$ cat src/rtl/sr_guard_pkg.sv
// Package: opcode values and shared types for the status register guard.
// Assumes 8-bit opcodes as delivered by an upstream command decoder.
package sr_guard_pkg;
    localparam logic [7:0] OP_LATCH_SET = 8'h06;
    localparam logic [7:0] OP_LATCH_CLR = 8'h04;
    localparam logic [7:0] OP_VOL_EN    = 8'h50;
    localparam logic [7:0] OP_SR_WRITE  = 8'h01;
    localparam logic [7:0] OP_PROG_1    = 8'h02;
    localparam logic [7:0] OP_PROG_4    = 8'h32;
    localparam logic [7:0] OP_ERASE_4K  = 8'h20;
    localparam logic [7:0] OP_ERASE_32K = 8'h52;
    localparam logic [7:0] OP_ERASE_64K = 8'hD8;
    localparam logic [7:0] OP_ERASE_A   = 8'hC7;
    localparam logic [7:0] OP_ERASE_B   = 8'h60;
    localparam logic [7:0] OP_OTP_ERASE = 8'h44;
    localparam logic [7:0] OP_OTP_PROG  = 8'h42;

    typedef enum logic [1:0] {
        PM_SOFT    = 2'b00,
        PM_PIN     = 2'b01,
        PM_SESSION = 2'b10,
        PM_FOREVER = 2'b11
    } prot_mode_t;

    typedef struct packed {
        logic wclass;     // write-class command
        logic is_set;     // latch set
        logic is_clr;     // latch clear
        logic is_venable; // volatile-write enable
        logic is_sr_write;// status register write
        logic is_long;    // starts a timed write cycle
    } cmd_kind_t;
endpackage

$ cat src/rtl/sr_cmd_classify.sv
// Module: sr_cmd_classify
// Sorts an opcode into the command classes the guard acts on.
// Assumes the opcode is stable while op_done is high.
module sr_cmd_classify
    import sr_guard_pkg::*;
(
    input  logic [7:0] op,
    output cmd_kind_t  kind
);
    // Purpose: combinational opcode classification
    always_comb begin
        kind = '0;
        unique case (op)
            OP_LATCH_SET: begin kind.wclass = 1'b1; kind.is_set = 1'b1; end
            OP_LATCH_CLR: begin kind.wclass = 1'b1; kind.is_clr = 1'b1; end
            OP_VOL_EN:    begin kind.wclass = 1'b1; kind.is_venable = 1'b1; end
            OP_SR_WRITE:  begin kind.wclass = 1'b1; kind.is_sr_write = 1'b1; kind.is_long = 1'b1; end
            OP_PROG_1, OP_PROG_4, OP_ERASE_4K, OP_ERASE_32K, OP_ERASE_64K,
            OP_ERASE_A, OP_ERASE_B, OP_OTP_ERASE, OP_OTP_PROG:
                begin kind.wclass = 1'b1; kind.is_long = 1'b1; end
            default: kind = '0;
        endcase
    end
endmodule

$ cat src/rtl/sr_prot_mode.sv
// Module: sr_prot_mode
// Turns the two protect bits and the pin level into a lock decision.
// Assumes the bits come from the volatile (effective) copy.
module sr_prot_mode
    import sr_guard_pkg::*;
(
    input  logic       bit_hi,
    input  logic       bit_lo,
    input  logic       wp_level,
    output prot_mode_t mode,
    output logic       locked
);
    // Purpose: decode mode and whether status writes are blocked
    always_comb begin
        mode = prot_mode_t'({bit_hi, bit_lo});
        unique case (mode)
            PM_SOFT:    locked = 1'b0;
            PM_PIN:     locked = !wp_level;
            PM_SESSION: locked = 1'b1;
            default:    locked = 1'b1;
        endcase
    end
endmodule

$ cat src/rtl/sr_latch_ctl.sv
// Module: sr_latch_ctl
// Holds the write-enable latch, the volatile-write enable and the
// pending flag that drops the latch when the busy timer finishes.
// Assumes accept is only high together with op_done.
module sr_latch_ctl (
    input  logic clk,
    input  logic rst_n,
    input  logic pwr_up,
    input  logic op_done,
    input  logic accept,
    input  logic k_set,
    input  logic k_clr,
    input  logic k_venable,
    input  logic k_sr_write,
    input  logic k_long,
    input  logic busy_in,
    output logic latch,
    output logic arm
);
    logic busy_q;
    logic pend;
    logic busy_fall;

    assign busy_fall = pend && busy_q && !busy_in;

    // Purpose: latch, enable and pending-drop state update
    always_ff @(posedge clk) begin
        if (!rst_n || pwr_up) begin
            latch  <= 1'b0;
            arm    <= 1'b0;
            pend   <= 1'b0;
            busy_q <= 1'b0;
        end else begin
            busy_q <= busy_in;
            if (busy_fall) begin
                latch <= 1'b0;
                pend  <= 1'b0;
            end
            if (op_done) arm <= accept && k_venable;
            if (accept) begin
                if (k_set) latch <= 1'b1;
                if (k_clr) latch <= 1'b0;
                if (k_long && !(k_sr_write && arm)) pend <= 1'b1;
            end
        end
    end

    assert_latch_drop_R11: assert property (@(posedge clk) disable iff (!rst_n)
        (busy_fall && !pwr_up && !(accept && k_set)) |=> !latch);

    assert_cancel_enable_R10: assert property (@(posedge clk) disable iff (!rst_n)
        (accept && k_clr) |=> !arm);
endmodule

$ cat src/rtl/sr_image.sv
// Module: sr_image
// Stores the non-volatile and volatile copies of the writable status bits,
// one byte lane per generate step, each with its own write mask.
// Assumes we_nv implies we_vol.
module sr_image #(
    parameter int          BW      = 8,
    parameter logic [2*BW-1:0] NV_INIT = '0
) (
    input  logic            clk,
    input  logic            rst_n,
    input  logic            pwr_up,
    input  logic            we_nv,
    input  logic            we_vol,
    input  logic [2*BW-1:0] wr_data,
    output logic [2*BW-1:0] vol
);
    localparam int LANES = 2;
    localparam logic [2*BW-1:0] WMASK = {1'b0, {(BW-1){1'b1}}, {(BW-2){1'b1}}, 2'b00};
    localparam logic [2*BW-1:0] INIT_M = NV_INIT & WMASK;

    for (genvar g = 0; g < LANES; g++) begin : g_lane
        localparam logic [BW-1:0] M = WMASK[g*BW +: BW];
        localparam logic [BW-1:0] I = INIT_M[g*BW +: BW];
        logic [BW-1:0] nv_q;
        logic [BW-1:0] vol_q;
        // Purpose: one lane of non-volatile and volatile storage
        always_ff @(posedge clk) begin
            if (!rst_n) begin
                nv_q  <= I;
                vol_q <= I;
            end else if (pwr_up) begin
                vol_q <= nv_q;
            end else begin
                if (we_nv)  nv_q  <= wr_data[g*BW +: BW] & M;
                if (we_vol) vol_q <= wr_data[g*BW +: BW] & M;
            end
        end
        assign vol[g*BW +: BW] = vol_q;
    end
endmodule

$ cat src/rtl/sr_guard.sv
// Module: sr_guard (top)
// Accepts or refuses write-class commands against latch, protect mode,
// pin level, byte alignment and busy; drives the two status bytes.
// Assumes one finished command per op_done pulse and an external timer
// that raises busy_in for every accepted timed operation.
module sr_guard
    import sr_guard_pkg::*;
#(
    parameter int          BW      = 8,
    parameter logic [2*BW-1:0] NV_INIT = '0
) (
    input  logic          clk,
    input  logic          rst_n,
    input  logic          pwr_up,
    input  logic [7:0]    op_code,
    input  logic          op_done,
    input  logic          byte_aligned,
    input  logic          wp_level,
    input  logic [2*BW-1:0] wr_data,
    input  logic          busy_in,
    output logic [BW-1:0] stat_lo,
    output logic [BW-1:0] stat_hi,
    output logic          cmd_ok,
    output logic          cmd_rej
);
    cmd_kind_t      kind;
    prot_mode_t     mode;
    logic           locked, latch, arm, need, accept, refuse, we_vol, we_nv;
    logic [2*BW-1:0] vol;

    sr_cmd_classify u_cls (.op(op_code), .kind(kind));

    sr_prot_mode u_pm (.bit_hi(vol[BW]), .bit_lo(vol[BW-1]), .wp_level(wp_level),
                       .mode(mode), .locked(locked));

    // Purpose: per-class condition beyond alignment and busy
    always_comb begin
        if (kind.is_sr_write)  need = !locked && (arm || latch);
        else if (kind.is_long) need = latch;
        else                   need = 1'b1;
    end

    assign accept = op_done && kind.wclass && byte_aligned && !busy_in && need;
    assign refuse = op_done && kind.wclass && !accept;
    assign we_vol = accept && kind.is_sr_write;
    assign we_nv  = we_vol && !arm;

    sr_latch_ctl u_lat (
        .clk(clk), .rst_n(rst_n), .pwr_up(pwr_up), .op_done(op_done),
        .accept(accept), .k_set(kind.is_set), .k_clr(kind.is_clr),
        .k_venable(kind.is_venable), .k_sr_write(kind.is_sr_write),
        .k_long(kind.is_long), .busy_in(busy_in), .latch(latch), .arm(arm)
    );

    sr_image #(.BW(BW), .NV_INIT(NV_INIT)) u_img (
        .clk(clk), .rst_n(rst_n), .pwr_up(pwr_up), .we_nv(we_nv),
        .we_vol(we_vol), .wr_data(wr_data), .vol(vol)
    );

    // Purpose: registered accept/refuse pulses
    always_ff @(posedge clk) begin
        if (!rst_n) begin
            cmd_ok  <= 1'b0;
            cmd_rej <= 1'b0;
        end else begin
            cmd_ok  <= accept;
            cmd_rej <= refuse;
        end
    end

    assign stat_lo = {vol[BW-1:2], latch, busy_in};
    assign stat_hi = vol[2*BW-1:BW];

    assert_pwrup_clears_R1: assert property (@(posedge clk) disable iff (!rst_n)
        pwr_up |=> !stat_lo[1]);
    assert_need_latch_R2: assert property (@(posedge clk) disable iff (!rst_n)
        (op_done && op_code == OP_SR_WRITE && !stat_lo[1] && !arm) |=> !cmd_ok);
    assert_session_lock_R4: assert property (@(posedge clk) disable iff (!rst_n)
        (op_done && op_code == OP_SR_WRITE && stat_hi[0] && !stat_lo[7]) |=> !cmd_ok);
    assert_forever_lock_R5: assert property (@(posedge clk) disable iff (!rst_n)
        (op_done && op_code == OP_SR_WRITE && stat_hi[0] && stat_lo[7]) |=> !cmd_ok);
    assert_align_R7: assert property (@(posedge clk) disable iff (!rst_n)
        (op_done && !byte_aligned) |=> !cmd_ok);
    assert_busy_refuse_R8: assert property (@(posedge clk) disable iff (!rst_n)
        (op_done && busy_in) |=> !cmd_ok);
endmodule

$ cat config.mk
export PLATFORM = sky130hd
export DESIGN_NAME = sr_guard
export DESIGN_NICKNAME = d
export VERILOG_FILES = /design/src/rtl/sr_guard_pkg.sv /design/src/rtl/sr_cmd_classify.sv /design/src/rtl/sr_prot_mode.sv /design/src/rtl/sr_latch_ctl.sv /design/src/rtl/sr_image.sv /design/src/rtl/sr_guard.sv
export SDC_FILE = /design/constraint.sdc
export NUM_CORES = 1
export LEC_CHECK = 0
export ABC_AREA = 0
export CORE_UTILIZATION = 40
export DETAILED_ROUTE_END_ITERATION = 7
export HOLD_SLACK_MARGIN = 0.02
export PLACE_DENSITY = 0.79
export RECOVER_POWER = 25
export SLEW_MARGIN = 40
export SYNTH_ARGS = -nofsm -noshare
export SYNTH_HDL_FRONTEND = slang
export SYNTH_SLANG_ARGS = --single-unit
$ cat constraint.sdc
create_clock -name clk -period 1.8 [get_ports clk]
set_input_delay 0.27 -clock clk [delete_from_list [all_inputs] [get_ports clk]]
set_output_delay 0.27 -clock clk [all_outputs]
set_load 0.1 [all_outputs]
==> impl_metrics.toml <==
[status]
outcome = "completed"

[grt]
grt_max_degree = 27
grt_overflow = 0
grt_pass1_vias = 1176
antenna_found_initial = 0
grt_usage_pct = 15.6
grt_pass1_wl_um = 5170

[die]
die_h_um = 67.2
dieArea_um2 = 4520
ios = 49
die_x_um = 67.2
core_um2 = 4030
fp-row-count = 23
start_util_pct = 42.2

[finish]
postLayoutCoreUtil_pct = 61.0
stdcell_count = 287
syn2layout_area_growth_pct = 44.3
mostFrequentLayoutCells = "32 x dfxtp_1, 27 x mux2i_1, 25 x buf_4, 18 x clkdlybuf4s50_1, 15 x nand2_1"
fill_cells = 343
n_antenna_cell = 0
mostFrequentLayoutCell = "dfxtp_1"
finalNetCount = 267
drive_gt1_share_pct = 24.5

[yosys]
ys_types = 38
mappedNetlistNets = 204
ys_seq_area_share_pct = 37.6
synth_edf_count = 0
syn_area_um2 = 1700
postSynthAreaPerCell_um2 = 9.84
ys.flop_type = "dfxtp_1"
ys_warn_count = 0
syn-instance-count = 173
async_flop_share_pct = 0
synth-seq-cells = 32

[setup_path]
end_kind = "flop"
required_ns = 1.97
r2r_slack_ns = 0.16
slowest_stage = "clkdlybuf4s50_1"
r2r-end = "u_img.g_lane[1].vol_q[2]"
startpoint = "wp_level"
cpPeakStageDelay_ns = 0.49
cp_max_fo = 7
crit_path_start_kind = "input pin"
reg2reg_depth = 6
path_cells = "clkdlybuf4s50_1, o221ai_1, nor3_4, buf_12, mux2i_1, nor2b_1"
crit_type = "in -> reg"
timing.rr.start = "u_img.g_lane[0].vol_q[7]"
critPathArrivalTime_ns = 1.89

[timing]
period_needed_ns = 1.72
finalCritPeriodShare_pct = 95.5
fin_skew_ns = 0.00294
max_freq_ghz = 0.582
hold_viol = 0
rsz0062_at_grt = "no"
hold_ws_ns = 0.479
setup_viol_count_final = 0
max_slew_margin_pct = 58.8
final_max_slew_viol_count = 0
timing.setup.tns_ns = 0
tightest_slew_ns = 0.617

[clock_network]
cts_tree = "yes"
clk_latency_ns = 0.28
cts_root_buffer = "clkbuf_8"
clk_pin_slew_ns = 0.06
htreeDepth = 2
cts-buffers-inserted = 5
cts_buffer_depth = 2
cts_sinks = 32

[route]
wirelength_um = 3930
via_count = 1453
drtPass1Iterations = 4
wl_per_cell_um = 13.7
first_iter_violations = 76
routed_via_density = 5.06
antenna_left = 0
drc = 0

[flow_run]
cap_violations = 0

[place]
port_buffers = 44
dp.cells = 271
dp_hpwl_um = 2550
gp_congestion = 0.848

[power]
p_leak_nw = 1.18
vdd_drop_max_v = 0.000500
power_density_nw_per_um2 = 743

[hold_path]
min_path_type = "reg -> reg"
hold_depth = 2
holdCritStartpoint = "u_lat.pend"
hold_end = "u_lat.pend"
flip-flops by register name (all words and copies together) (netlist names):
name	cells
u_img.g_lane.nv_q	13
u_lat.latch	1
cmd_rej	1
u_lat.busy_q	1
u_lat.pend	1
cmd_ok	1
u_lat.arm	1
u_img.g_lane.vol_q	13
where the power goes:
group	switching [W]	internal (W)
sequential	0.0000107	0.000728
clock	0.000263	0.000410
combinational	0.000256	0.000157
total	0.000530	0.00130
repair_timing:
action / CTS / global route
resized for setup: 0 / 10
endpoints found under the setup margin: 0 / 26
setup buffers: 0 / 5
hold buffers: 0 / 0
worst max-delay path by stage:
| stage | endpoint |
|---|---|
| 6_report | u_img.g_lane[1].nv_q[0] |
| 5_1_grt | u_img.g_lane[1].nv_q[5] |
| 3_5_place_dp | u_img.g_lane[0].nv_q[7] |
| 2_1_floorplan | u_img.g_lane[1].vol_q[1] |
| 4_1_cts | u_img.g_lane[0].nv_q[7] |
| 3_3_place_gp | u_img.g_lane[0].nv_q[7] |
metal layers:
layer | GRT usage (%) | wire length [um]
met5 | 0 | 0
met4 | 7.98 | 53
met3 | 4.22 | 166
met2 | 25.5 | 1970
met1 | 18.6 | 1740
cell usage after synthesis (all sizes together), types with 2 or more instances:
library cell	n	area share [%]
nor4	3	2.0
a21oi	5	1.5
nor3	3	1.5
clkbuf	4	0.88
nor2b	13	4.8
nand2b	4	1.5
nand2	18	4.3
nand3b	2	0.88
buf	11	6.0
inv	5	1.1
dfxtp	32	38
and3b	2	1.0
o211ai	2	0.88
o21ai	5	1.5
nor2	6	1.3
mux2i	27	16
nand4	2	0.74
and2	2	0.74
and3	2	0.74
o211a	14	8.2
cells by family (layout without fill, tap and decap cells):
family | count (synthesis) | in the layout | synth area share [%]
AO/OA/AOI/OAI | 31 | 31 | 15.4
buffers and inverters | 20 | 84 | 7.94
multiplexers | 27 | 27 | 15.9
XOR/XNOR | 1 | 1 | 0.515
flip-flops | 32 | 32 | 37.6
AND/OR/NAND/NOR | 61 | 61 | 22.4
other | 1 | 1 | 0.220
layout make-up:
cell class	count	area, um2	share of cell area, %
multi-input combinational	121	928	37.8
clock buffer	6	72.6	2.95
timing repair buffer	71	698	28.4
inverter	5	18.8	0.764
tap	50	62.6	2.55
sequential	32	641	26.1
clock inverter	2	35.0	1.43
metrics by stage:
| step | worst slack, ns | cell area [um2] | power (W) |
|---|---|---|---|
| 2_1_floorplan | 0.191 | 1700 | 0.00101 |
| 3_3_place_gp | -0.242 | 2260 | 0.00116 |
| 3_5_place_dp | -0.279 | 2260 | 0.00116 |
| 4_1_cts | 0.0218 | 2370 | 0.00184 |
| 5_1_grt | 0.0500 | 2460 | 0.00188 |
| 6_report | 0.0805 | 2460 | 0.00182 |
worst max-delay path: cells and delay by family:
kind / cells / cell delay, ns
AO/OA/AOI/OAI: 1 / 0.29
buffers and inverters: 2 / 0.67
multiplexers: 1 / 0.20
AND/OR/NAND/NOR: 2 / 0.46
(Power assumes the default switching activity.)
